`config.mk`:
```
export PLATFORM = sky130hd
export DESIGN_NAME = rp_eom_sequencer
export DESIGN_NICKNAME = d
export VERILOG_FILES = /design/src/rtl/rp_seq_pkg.sv /design/src/rtl/rp_addr_walker.sv /design/src/rtl/rp_event_flags.sv /design/src/rtl/rp_eom_sequencer.sv
export SDC_FILE = /design/constraint.sdc
export NUM_CORES = 1
export LEC_CHECK = 0
export ABC_AREA = 0
export BUFFER_PORTS_ARGS = -buffer_cell sky130_fd_sc_hd__buf_2
export CAP_MARGIN = 10
export CORE_MARGIN = 3
export CORE_UTILIZATION = 25
export CTS_BUF_LIST = sky130_fd_sc_hd__clkbuf_4
export CTS_CLUSTER_SIZE = 8
export DETAILED_ROUTE_END_ITERATION = 6
export PLACE_DENSITY = 0.54
export SYNTH_ARGS = -nofsm -noshare
export SYNTH_HDL_FRONTEND = slang
export SYNTH_SLANG_ARGS = --single-unit
```
`constraint.sdc`:
```
create_clock -name clk -period 2.6 [get_ports clk]
set_clock_uncertainty 0.2 [all_clocks]
set_input_delay 0.13 -clock clk [delete_from_list [all_inputs] [get_ports clk]]
set_output_delay 0.13 -clock clk [all_outputs]
set_load 0.02 [all_outputs]
```
`src/rtl/rp_seq_pkg.sv`:
```
package rp_seq_pkg;
    typedef enum logic [1:0] {
        MODE_IDLE = 2'd0,
        MODE_REC  = 2'd1,
        MODE_PLAY = 2'd2
    } seq_mode_e;
endpackage

```
`src/rtl/rp_addr_walker.sv`:
```
module rp_addr_walker #(
    parameter int NUM_PAGES       = 1888,
    parameter int PAGE_W          = 11,
    parameter int SEGS_PER_PAGE   = 8,
    parameter int BLOCKS_PER_SEG  = 4,
    parameter int TICKS_PER_BLOCK = 64,
    localparam int BLK_W          = $clog2(SEGS_PER_PAGE * BLOCKS_PER_SEG),
    localparam int SEG_W          = $clog2(SEGS_PER_PAGE)
) (
    input  logic              clk,
    input  logic              rst_n,
    input  logic              load,
    input  logic [PAGE_W-1:0] load_page,
    input  logic              adv,
    output logic [PAGE_W-1:0] page,
    output logic [BLK_W-1:0]  blk,
    output logic [SEG_W-1:0]  seg,
    output logic              seg_last,
    output logic              page_last,
    output logic              at_top
);
    localparam int TB_W       = $clog2(TICKS_PER_BLOCK);
    localparam int CNT_W      = BLK_W + TB_W;
    localparam int SEG_TICKS  = BLOCKS_PER_SEG * TICKS_PER_BLOCK;
    localparam int SEG_TICK_W = $clog2(SEG_TICKS);
    localparam logic [CNT_W-1:0]      CNT_MAX  = CNT_W'(SEGS_PER_PAGE * SEG_TICKS - 1);
    localparam logic [SEG_TICK_W-1:0] SEG_MAX  = SEG_TICK_W'(SEG_TICKS - 1);
    localparam logic [PAGE_W-1:0]     TOP_PAGE = PAGE_W'(NUM_PAGES - 1);

    typedef struct packed {
        logic [PAGE_W-1:0] page;
        logic [CNT_W-1:0]  cnt;
    } walk_t;

    walk_t w_d, w_q;

    always_comb begin
        w_d = w_q;
        if (load) begin
            w_d.page = load_page;
            w_d.cnt  = '0;
        end else if (adv) begin
            if (w_q.cnt == CNT_MAX) begin
                w_d.cnt  = '0;
                w_d.page = w_q.page + 1'b1;
            end else begin
                w_d.cnt = w_q.cnt + 1'b1;
            end
        end
    end

    always_ff @(posedge clk or negedge rst_n) begin
        if (!rst_n) w_q <= '0;
        else        w_q <= w_d;
    end

    assign page      = w_q.page;
    assign blk       = w_q.cnt[CNT_W-1:TB_W];
    assign seg       = w_q.cnt[CNT_W-1 -: SEG_W];
    assign seg_last  = (w_q.cnt[SEG_TICK_W-1:0] == SEG_MAX);
    assign page_last = (w_q.cnt == CNT_MAX);
    assign at_top    = (w_q.page == TOP_PAGE);


    addr_range_chk: assert property (@(posedge clk) disable iff (!rst_n)
        w_q.page <= TOP_PAGE);


    cnt_hold_chk: assert property (@(posedge clk) disable iff (!rst_n)
        (!load && !adv) |=> $stable(w_q));
endmodule

```
`src/rtl/rp_event_flags.sv`:
```
module rp_event_flags (
    input  logic clk,
    input  logic rst_n,
    input  logic set_eom,
    input  logic set_ovf,
    input  logic clr,
    output logic eom_flag,
    output logic ovf_flag,
    output logic irq_n
);
    typedef struct packed {
        logic eom;
        logic ovf;
    } flags_t;

    flags_t f_d, f_q;

    always_comb begin
        f_d     = f_q;
        f_d.eom = set_eom | (f_q.eom & ~clr);
        f_d.ovf = set_ovf | (f_q.ovf & ~clr);
    end

    always_ff @(posedge clk or negedge rst_n) begin
        if (!rst_n) f_q <= '0;
        else        f_q <= f_d;
    end

    assign eom_flag = f_q.eom;
    assign ovf_flag = f_q.ovf;
    assign irq_n    = ~(f_q.eom | f_q.ovf);


    clear_release_chk: assert property (@(posedge clk) disable iff (!rst_n)
        (clr && !set_eom && !set_ovf) |=> irq_n);
endmodule

```
`src/rtl/rp_eom_sequencer.sv`:
```
module rp_eom_sequencer
    import rp_seq_pkg::*;
#(
    parameter int NUM_PAGES       = 1888,
    parameter int PAGE_W          = 11,
    parameter int SEGS_PER_PAGE   = 8,
    parameter int BLOCKS_PER_SEG  = 4,
    parameter int TICKS_PER_BLOCK = 64,
    localparam int BLK_W          = $clog2(SEGS_PER_PAGE * BLOCKS_PER_SEG),
    localparam int SEG_W          = $clog2(SEGS_PER_PAGE)
) (
    input  logic              clk,
    input  logic              rst_n,
    input  logic              tick,
    input  logic              cmd_rec,
    input  logic              cmd_play,
    input  logic              cmd_stop,
    input  logic [PAGE_W-1:0] start_page,
    input  logic              status_rd,
    input  logic              eom_bit,
    output logic [PAGE_W-1:0] page_addr,
    output logic [BLK_W-1:0]  blk_addr,
    output logic [SEG_W-1:0]  seg_addr,
    output logic              eom_wr,
    output logic              eom_query,
    output logic              rec_active,
    output logic              play_active,
    output logic              eom_flag,
    output logic              ovf_flag,
    output logic              irq_n
);
    localparam logic [PAGE_W-1:0] TOP_PAGE = PAGE_W'(NUM_PAGES - 1);

    typedef struct packed {
        seq_mode_e mode;
        logic      stop_pend;
    } ctl_t;

    ctl_t ctl_d, ctl_q;

    logic load, adv, set_eom, set_ovf;
    logic seg_last, page_last, at_top;
    logic stop_now, start_ok;

    rp_addr_walker #(
        .NUM_PAGES      (NUM_PAGES),
        .PAGE_W         (PAGE_W),
        .SEGS_PER_PAGE  (SEGS_PER_PAGE),
        .BLOCKS_PER_SEG (BLOCKS_PER_SEG),
        .TICKS_PER_BLOCK(TICKS_PER_BLOCK)
    ) u_walk (
        .clk      (clk),
        .rst_n    (rst_n),
        .load     (load),
        .load_page(start_page),
        .adv      (adv),
        .page     (page_addr),
        .blk      (blk_addr),
        .seg      (seg_addr),
        .seg_last (seg_last),
        .page_last(page_last),
        .at_top   (at_top)
    );

    rp_event_flags u_flags (
        .clk     (clk),
        .rst_n   (rst_n),
        .set_eom (set_eom),
        .set_ovf (set_ovf),
        .clr     (status_rd),
        .eom_flag(eom_flag),
        .ovf_flag(ovf_flag),
        .irq_n   (irq_n)
    );

    assign start_ok = (start_page <= TOP_PAGE);
    assign stop_now = ctl_q.stop_pend | cmd_stop;

    always_comb begin
        ctl_d     = ctl_q;
        load      = 1'b0;
        adv       = 1'b0;
        eom_wr    = 1'b0;
        eom_query = 1'b0;
        set_eom   = 1'b0;
        set_ovf   = 1'b0;
        unique case (ctl_q.mode)
            MODE_IDLE: begin
                ctl_d.stop_pend = 1'b0;
                if (start_ok && cmd_rec) begin
                    ctl_d.mode = MODE_REC;
                    load       = 1'b1;
                end else if (start_ok && cmd_play) begin
                    ctl_d.mode = MODE_PLAY;
                    load       = 1'b1;
                end
            end
            MODE_REC: begin
                ctl_d.stop_pend = stop_now;
                if (tick) begin
                    if (seg_last && stop_now) begin
                        eom_wr     = 1'b1;
                        ctl_d.mode = MODE_IDLE;
                    end else if (page_last && at_top) begin
                        set_ovf    = 1'b1;
                        ctl_d.mode = MODE_IDLE;
                    end else begin
                        adv = 1'b1;
                    end
                end
            end
            MODE_PLAY: begin
                if (cmd_stop) begin
                    ctl_d.mode = MODE_IDLE;
                end else if (tick) begin
                    eom_query = seg_last;
                    if (seg_last && eom_bit) begin
                        set_eom    = 1'b1;
                        ctl_d.mode = MODE_IDLE;
                    end else if (page_last && at_top) begin
                        set_ovf    = 1'b1;
                        ctl_d.mode = MODE_IDLE;
                    end else begin
                        adv = 1'b1;
                    end
                end
            end
            default: ctl_d.mode = MODE_IDLE;
        endcase
    end

    always_ff @(posedge clk or negedge rst_n) begin
        if (!rst_n) ctl_q <= '{mode: MODE_IDLE, stop_pend: 1'b0};
        else        ctl_q <= ctl_d;
    end

    assign rec_active  = (ctl_q.mode == MODE_REC);
    assign play_active = (ctl_q.mode == MODE_PLAY);


    stop_defer_chk: assert property (@(posedge clk) disable iff (!rst_n)
        (rec_active && cmd_stop && !(tick && seg_last)) |=> rec_active);


    eom_wr_end_chk: assert property (@(posedge clk) disable iff (!rst_n)
        eom_wr |=> (!rec_active && !play_active && $stable(page_addr) && $stable(seg_addr)));


    eom_hit_chk: assert property (@(posedge clk) disable iff (!rst_n)
        (eom_query && eom_bit) |=> (eom_flag && !play_active));


    play_stop_chk: assert property (@(posedge clk) disable iff (!rst_n)
        (play_active && cmd_stop) |=> (!play_active && $stable(blk_addr)));


    ovf_page_chk: assert property (@(posedge clk) disable iff (!rst_n)
        $rose(ovf_flag) |-> (page_addr == TOP_PAGE));


    irq_hold_chk: assert property (@(posedge clk) disable iff (!rst_n)
        (!irq_n && !status_rd) |=> !irq_n);
endmodule

```
# Word-level counts from Yosys, hierarchy flattened
# Index checks and enable logic that the tools add are counted.
# op_classes
n_reduce_logical	11
n_bitwise	8
order_cmp	1
add_sub_neg	2
mux	41
eq_ne	8
# op_table
operator	n
$mux W22	2
$mux W1	25
$add A11 B1 Y11 const B	2
$eq A11 B11 Y1 const B	2
$mux W11	2
$mux W2	8
$le A11 B11 Y1 const B	1
$eq A8 B8 Y1 const B	1
$ne A3 B3 Y1 const B	2
$pmux W1 S2	3
$pmux W2 S3	1
$reduce_bool A2 Y1	3
$logic_and A1 B1 Y1	5
$or A1 B1 Y1	4
$reduce_and A3 Y1	1
$and A1 B1 Y1	2
$eq A2 B1 Y1 const B	1
$eq A2 B2 Y1 const B	1
$logic_not A2 Y1	1
$ne A2 B2 Y1 const B	1
$not A1 Y1	2
$reduce_and A2 Y1	1
# word_totals
word_cells	77
register_bits	27

# Longest topological paths before layout
# depth
ltp_word	9
depth_mapped	8

# Modules after synthesis
# A second synthesis with hierarchy kept.
# hier_totals
hier_cells	212
area_unflattened_um2	1891.8
# modules_own_cells
module	area_each_um2	seq_area_each_um2	instances	cells_per_inst
rp_addr_walker	1458.9	550.5	1	160
rp_eom_sequencer	360.3	75.1	1	46
rp_event_flags	72.6	50.0	1	6

# Least setup slack after synthesis
# OpenSTA, ideal clock, no wires.
# synth_path
path_type	flip-flop to flip-flop
from	register u_walk.w_q[0] (netlist bit)
to	register u_walk.w_q, in the netlist u_walk.blk[0]
stages_incl_launch_ff	8
setup_slack_ns	0.292
arrival_ns	2.014
n_path_buf	1
required_ns	2.306
path_cell_list	dfrtp_1 -> ha_1 -> and3_1 -> buf_2 -> a311oi_2 -> a41oi_2 -> or4_1 -> a211oi_1
# synth_via
elab_chain_len	8
word_cells_on_any_way	17
classes_between	add/sub: 1; eq/ne: 2; mux: 10; reduce/logical: 4
# synth_rtl
element	line_no	rtl
from (decl)	rp_addr_walker.sv:35	walk_t w_d, w_q;
from (signal assigned)	rp_addr_walker.sv:54	else w_q <= w_d;
$eq A11 B11 Y1	rp_addr_walker.sv:43, rp_addr_walker.sv:61	
$logic_and A1 B1 Y1	rp_eom_sequencer.sv:104, rp_eom_sequencer.sv:120	
$mux W1	rp_eom_sequencer.sv:104, rp_eom_sequencer.sv:120	
$mux W1	rp_eom_sequencer.sv:117	if (seg_last && eom_bit) begin
$mux W1	rp_eom_sequencer.sv:115	end else if (tick) begin
$mux W1	rp_eom_sequencer.sv:113	if (cmd_stop) begin
$pmux W1 S2	rp_eom_sequencer.sv:87	unique case (ctl_q.mode)
$reduce_bool A2 Y1 (no line)	n/a	
# Several ways; a longest one is shown, not always the timed one. The select of a mux whose other input is x is not followed.
# A chain may end at the register's enable or synchronous reset.

# Worst setup path after layout
# layout_path
from	register u_walk.w_q[0] (netlist bit)
to	register u_walk.w_q[5] (netlist bit)
# Same word-level chain as after synthesis.

==> reports/qor.csv <==
metric,value,unit
"Primary FF master, synth",dfrtp_1,
RD Place Congestion,0.814,
register area share after synthesis,0.355,
total track usage,0.117,
standard-cell rows,31,
initial antenna violation count,0,
Max-Cap Viols,0,
static leakage power,0.974,nW
# setup viols final,0,
Initial DRC Count,76,
worst r2r path cells,7,
Worst Hold Depth,5,
fin crit share,0.945,
Gate Count Post-Synth,213,
"Max FO, Critical Path",8,
count of final max-slew check failures,0,
ys async rst share,1.00,
worst stage delay on the critical path,450,ps
Total Power,1.75,mW
post-detailed-route wirelength per cell,13.4,um
hold slack,78.8,ps
Yosys reg bits,27,
share of layout cells above drive strength 1,0.252,
crit path max-delay cell type,dfrtp_1,
RSZ-0062 raised after global routing,true,
Post-Syn Area,0.00190,sq mm
Die Area,0.00869,sq mm
Yosys top cell area share,0.355,
final WL,4860,um
TritonCTS Sinks,27,
"Clk pin slew, worst setup/hold paths",160,ps
post-CTS setup buffers,0,
Hold Startpoint,tick,
DRT antenna net count,0,
Initial Utilization,0.259,
clock buffer count from CTS,3,
vias in the first global route,1735,
post-synth top area cell,dfrtp_1,
Layout Area Growth over Synthesis,23.3,%
vias,1781,
Worst Setup End Kind,flop,
grt ovf,0,
"Distinct cells, synth",51,
relative slew slack,0.586,
Remaining DRCs,0,
Worst EP arrival,2500,ps
status,completed,
Area contributors post-synth,"dfrtp_1 (36%), buf_4 (7.5%), ha_1 (3.9%)",
critical-path cell list,ha_1 -> and3_2 -> a311oi_2 -> a41oi_2 -> buf_4 -> or3_1 -> o31ai_1,
CTS H-Tree Depth,1,
reg2reg start,u_walk.w_q[0]$_DFFE_PN0P_,
n_diodes,0,
syn_area_per_cell,8.93,sq um
Fmax,0.407,GHz
CTS Root Cell,clkbuf_4,
Top Ports,45,
clock tree from TritonCTS,done,
multi-input logic area,0.00103,sq mm
Fill cells,797,
number of port buffers,44,
Post-DP Area,0.00214,sq mm
Max Root-Sink Buffers,2,
height of the die,93.2,um
Reg area,676,sq um
total core area,0.00733,sq mm
final instance area,0.00234,sq mm
Startpoint Class,flop,
DRT Pass-1 Iters,4,
CP required,2640,ps
synth warn,0,
r2r setup slk,140,ps
largest net degree at the start of global routing,28,
Vias/cell,4.93,
Final Hold Fails,0,
synthesized net count,238,
CP Class,flop to flop,
final worst path period need,2460,ps
worst slew pin tran,621,ps
Hold EP,ctl_q[1]$_DFFE_PN0P_,
"EDFF count, synth",0,
first-pass GRT wire length,8330,um
dpl hpwl,3740,um
R2R Path End,u_walk.w_q[5]$_DFFE_PN0P_,
Die Wd,93.2,um
P per Cell Area,748,mW/mm^2
fin nets,288,
maximum VDD drop,0.378,mV
worst hold path class,input pin to flop,
clk_lat worst skew,340,ps
==> cells by family after synthesis <==
logic type	share of synthesized area
buf+inv	0.105
xor+xnor	0.0368
flops	0.355
compound gates	0.216
fa+ha+maj	0.0395
mux	0.0158
simple gates	0.231
==> how the worst max path moves through the flow <==
| stage | from | to | slack (ps) |
|---|---|---|---|
| after CTS | ctl_q[1]$_DFFE_PN0P_ | u_walk.page[4]$_DFFE_PN0P_ | 110 |
| final | u_walk.w_q[0]$_DFFE_PN0P_ | u_walk.w_q[5]$_DFFE_PN0P_ | 140 |
| after floorplan | u_walk.w_q[0]$_DFFE_PN0P_ | u_walk.blk[0]$_DFFE_PN0P_ | 290 |
| after global routing | u_walk.w_q[0]$_DFFE_PN0P_ | u_walk.w_q[5]$_DFFE_PN0P_ | -10 |
| after detailed placement | u_walk.w_q[0]$_DFFE_PN0P_ | ctl_q[2]$_DFFE_PN0P_ | 20 |
| after global placement | u_walk.w_q[0]$_DFFE_PN0P_ | ctl_q[2]$_DFFE_PN0P_ | 130 |
==> repair_timing <==
action                                 in CTS  in global routing
setup endpoints to repair                   1                  4
endpoints found under the hold margin      42                  0
resized for setup                           1                  1
hold buffers                               17                  0
==> layer usage <==
| layer | GRT usage | part of all wire | vias up |
|---|---|---|---|
| met5 | 0 | 0 | - |
| met4 | 0.0134 | 0.0035 | 0 |
| met3 | 0.0257 | 0.046 | 2 |
| met2 | 0.182 | 0.44 | 47 |
| met1 | 0.171 | 0.51 | 842 |
| li1 | - | - | 890 |
==> synthesized netlist by cell type (2+ instances only) <==
master / number
nor3_1: 2
o21ai_0: 9
nand2b_1: 3
and4_1: 2
a211oi_1: 2
a21oi_1: 13
or4_1: 4
nor4_1: 4
mux2i_1: 3
a22o_1: 2
nor2_1: 10
nand4_1: 4
and3_1: 7
o311ai_0: 3
nand3_1: 15
nand2_1: 16
and2_1: 3
a31oi_1: 3
or3_1: 2
buf_4: 19
clkbuf_1: 5
o31ai_1: 9
inv_1: 6
xnor2_1: 8
ha_1: 6
o22ai_1: 2
dfrtp_1: 27
==> layout by cell type, fill, tap and decap left out, drive strengths merged, types with 2 or more instances in the layout <==
cell,synthesis,layout
or4,4,4
and2,3,3
nor2,10,10
a31oi,3,3
clkbuf,5,3
and4,2,2
nor4,4,4
a22o,2,2
and3,7,7
nand4,4,4
nand2b,3,3
a211oi,3,3
o311ai,3,3
buf,21,54
inv,6,6
nand2,16,16
nand3,15,15
o22ai,2,2
a21oi,13,13
or3,2,2
xnor2,8,8
o31ai,9,9
dfrtp,27,27
nor3,2,2
mux2i,3,3
o21ai,10,10
a2111oi,2,2
ha,6,6
dlygate4sd3,0,17
==> per-stage QoR <==
step | cells | setup TNS (ps) | util | setup WS (ps)
3_5_place_dp | 340 | 0 | 0.292 | 15.9
2_1_floorplan | 213 | 0 | - | 292
4_1_cts | 361 | 0 | 0.320 | 106
6_report | 361 | 0 | 0.320 | 143
3_3_place_gp | 340 | 0 | 0.292 | 130
5_1_grt | 361 | -17.8 | 0.320 | -13.2
==> worst max-delay path, delay by kind of cell (launching register included) <==
family / cells / cell delay [ps]
compound gates: 3 / 570
buf+inv: 1 / 200
fa+ha+maj: 1 / 240
simple gates: 2 / 710
flops: 1 / 450
==> sequential cells by signal, indices dropped and copies added, names as in the netlist <==
register and flops:
u_walk.blk 5, u_walk.w_q 6, u_walk.page 11, ctl_q 3, u_flags.ovf_flag 1, u_flags.eom_flag 1
==> power by group <==
group	switching [mW]	internal, mW	leakage [nW]
Combinational	0.533	0.367	0.607
Sequential	0.133	0.531	0.350
Clock	0.133	0.0578	0.0177
Total	0.799	0.956	0.974
==> layout make-up <==
type	count	share of cell area
Clock buffer	3	0.00961
Clock inverter	1	0.00213
Inverter	6	0.00961
Multi-Input combinational cell	154	0.439
Sequential cell	27	0.288
Tap cell	99	0.0528
Timing Repair Buffer	71	0.199
Note: power is estimated with default switching activity, not from simulation.
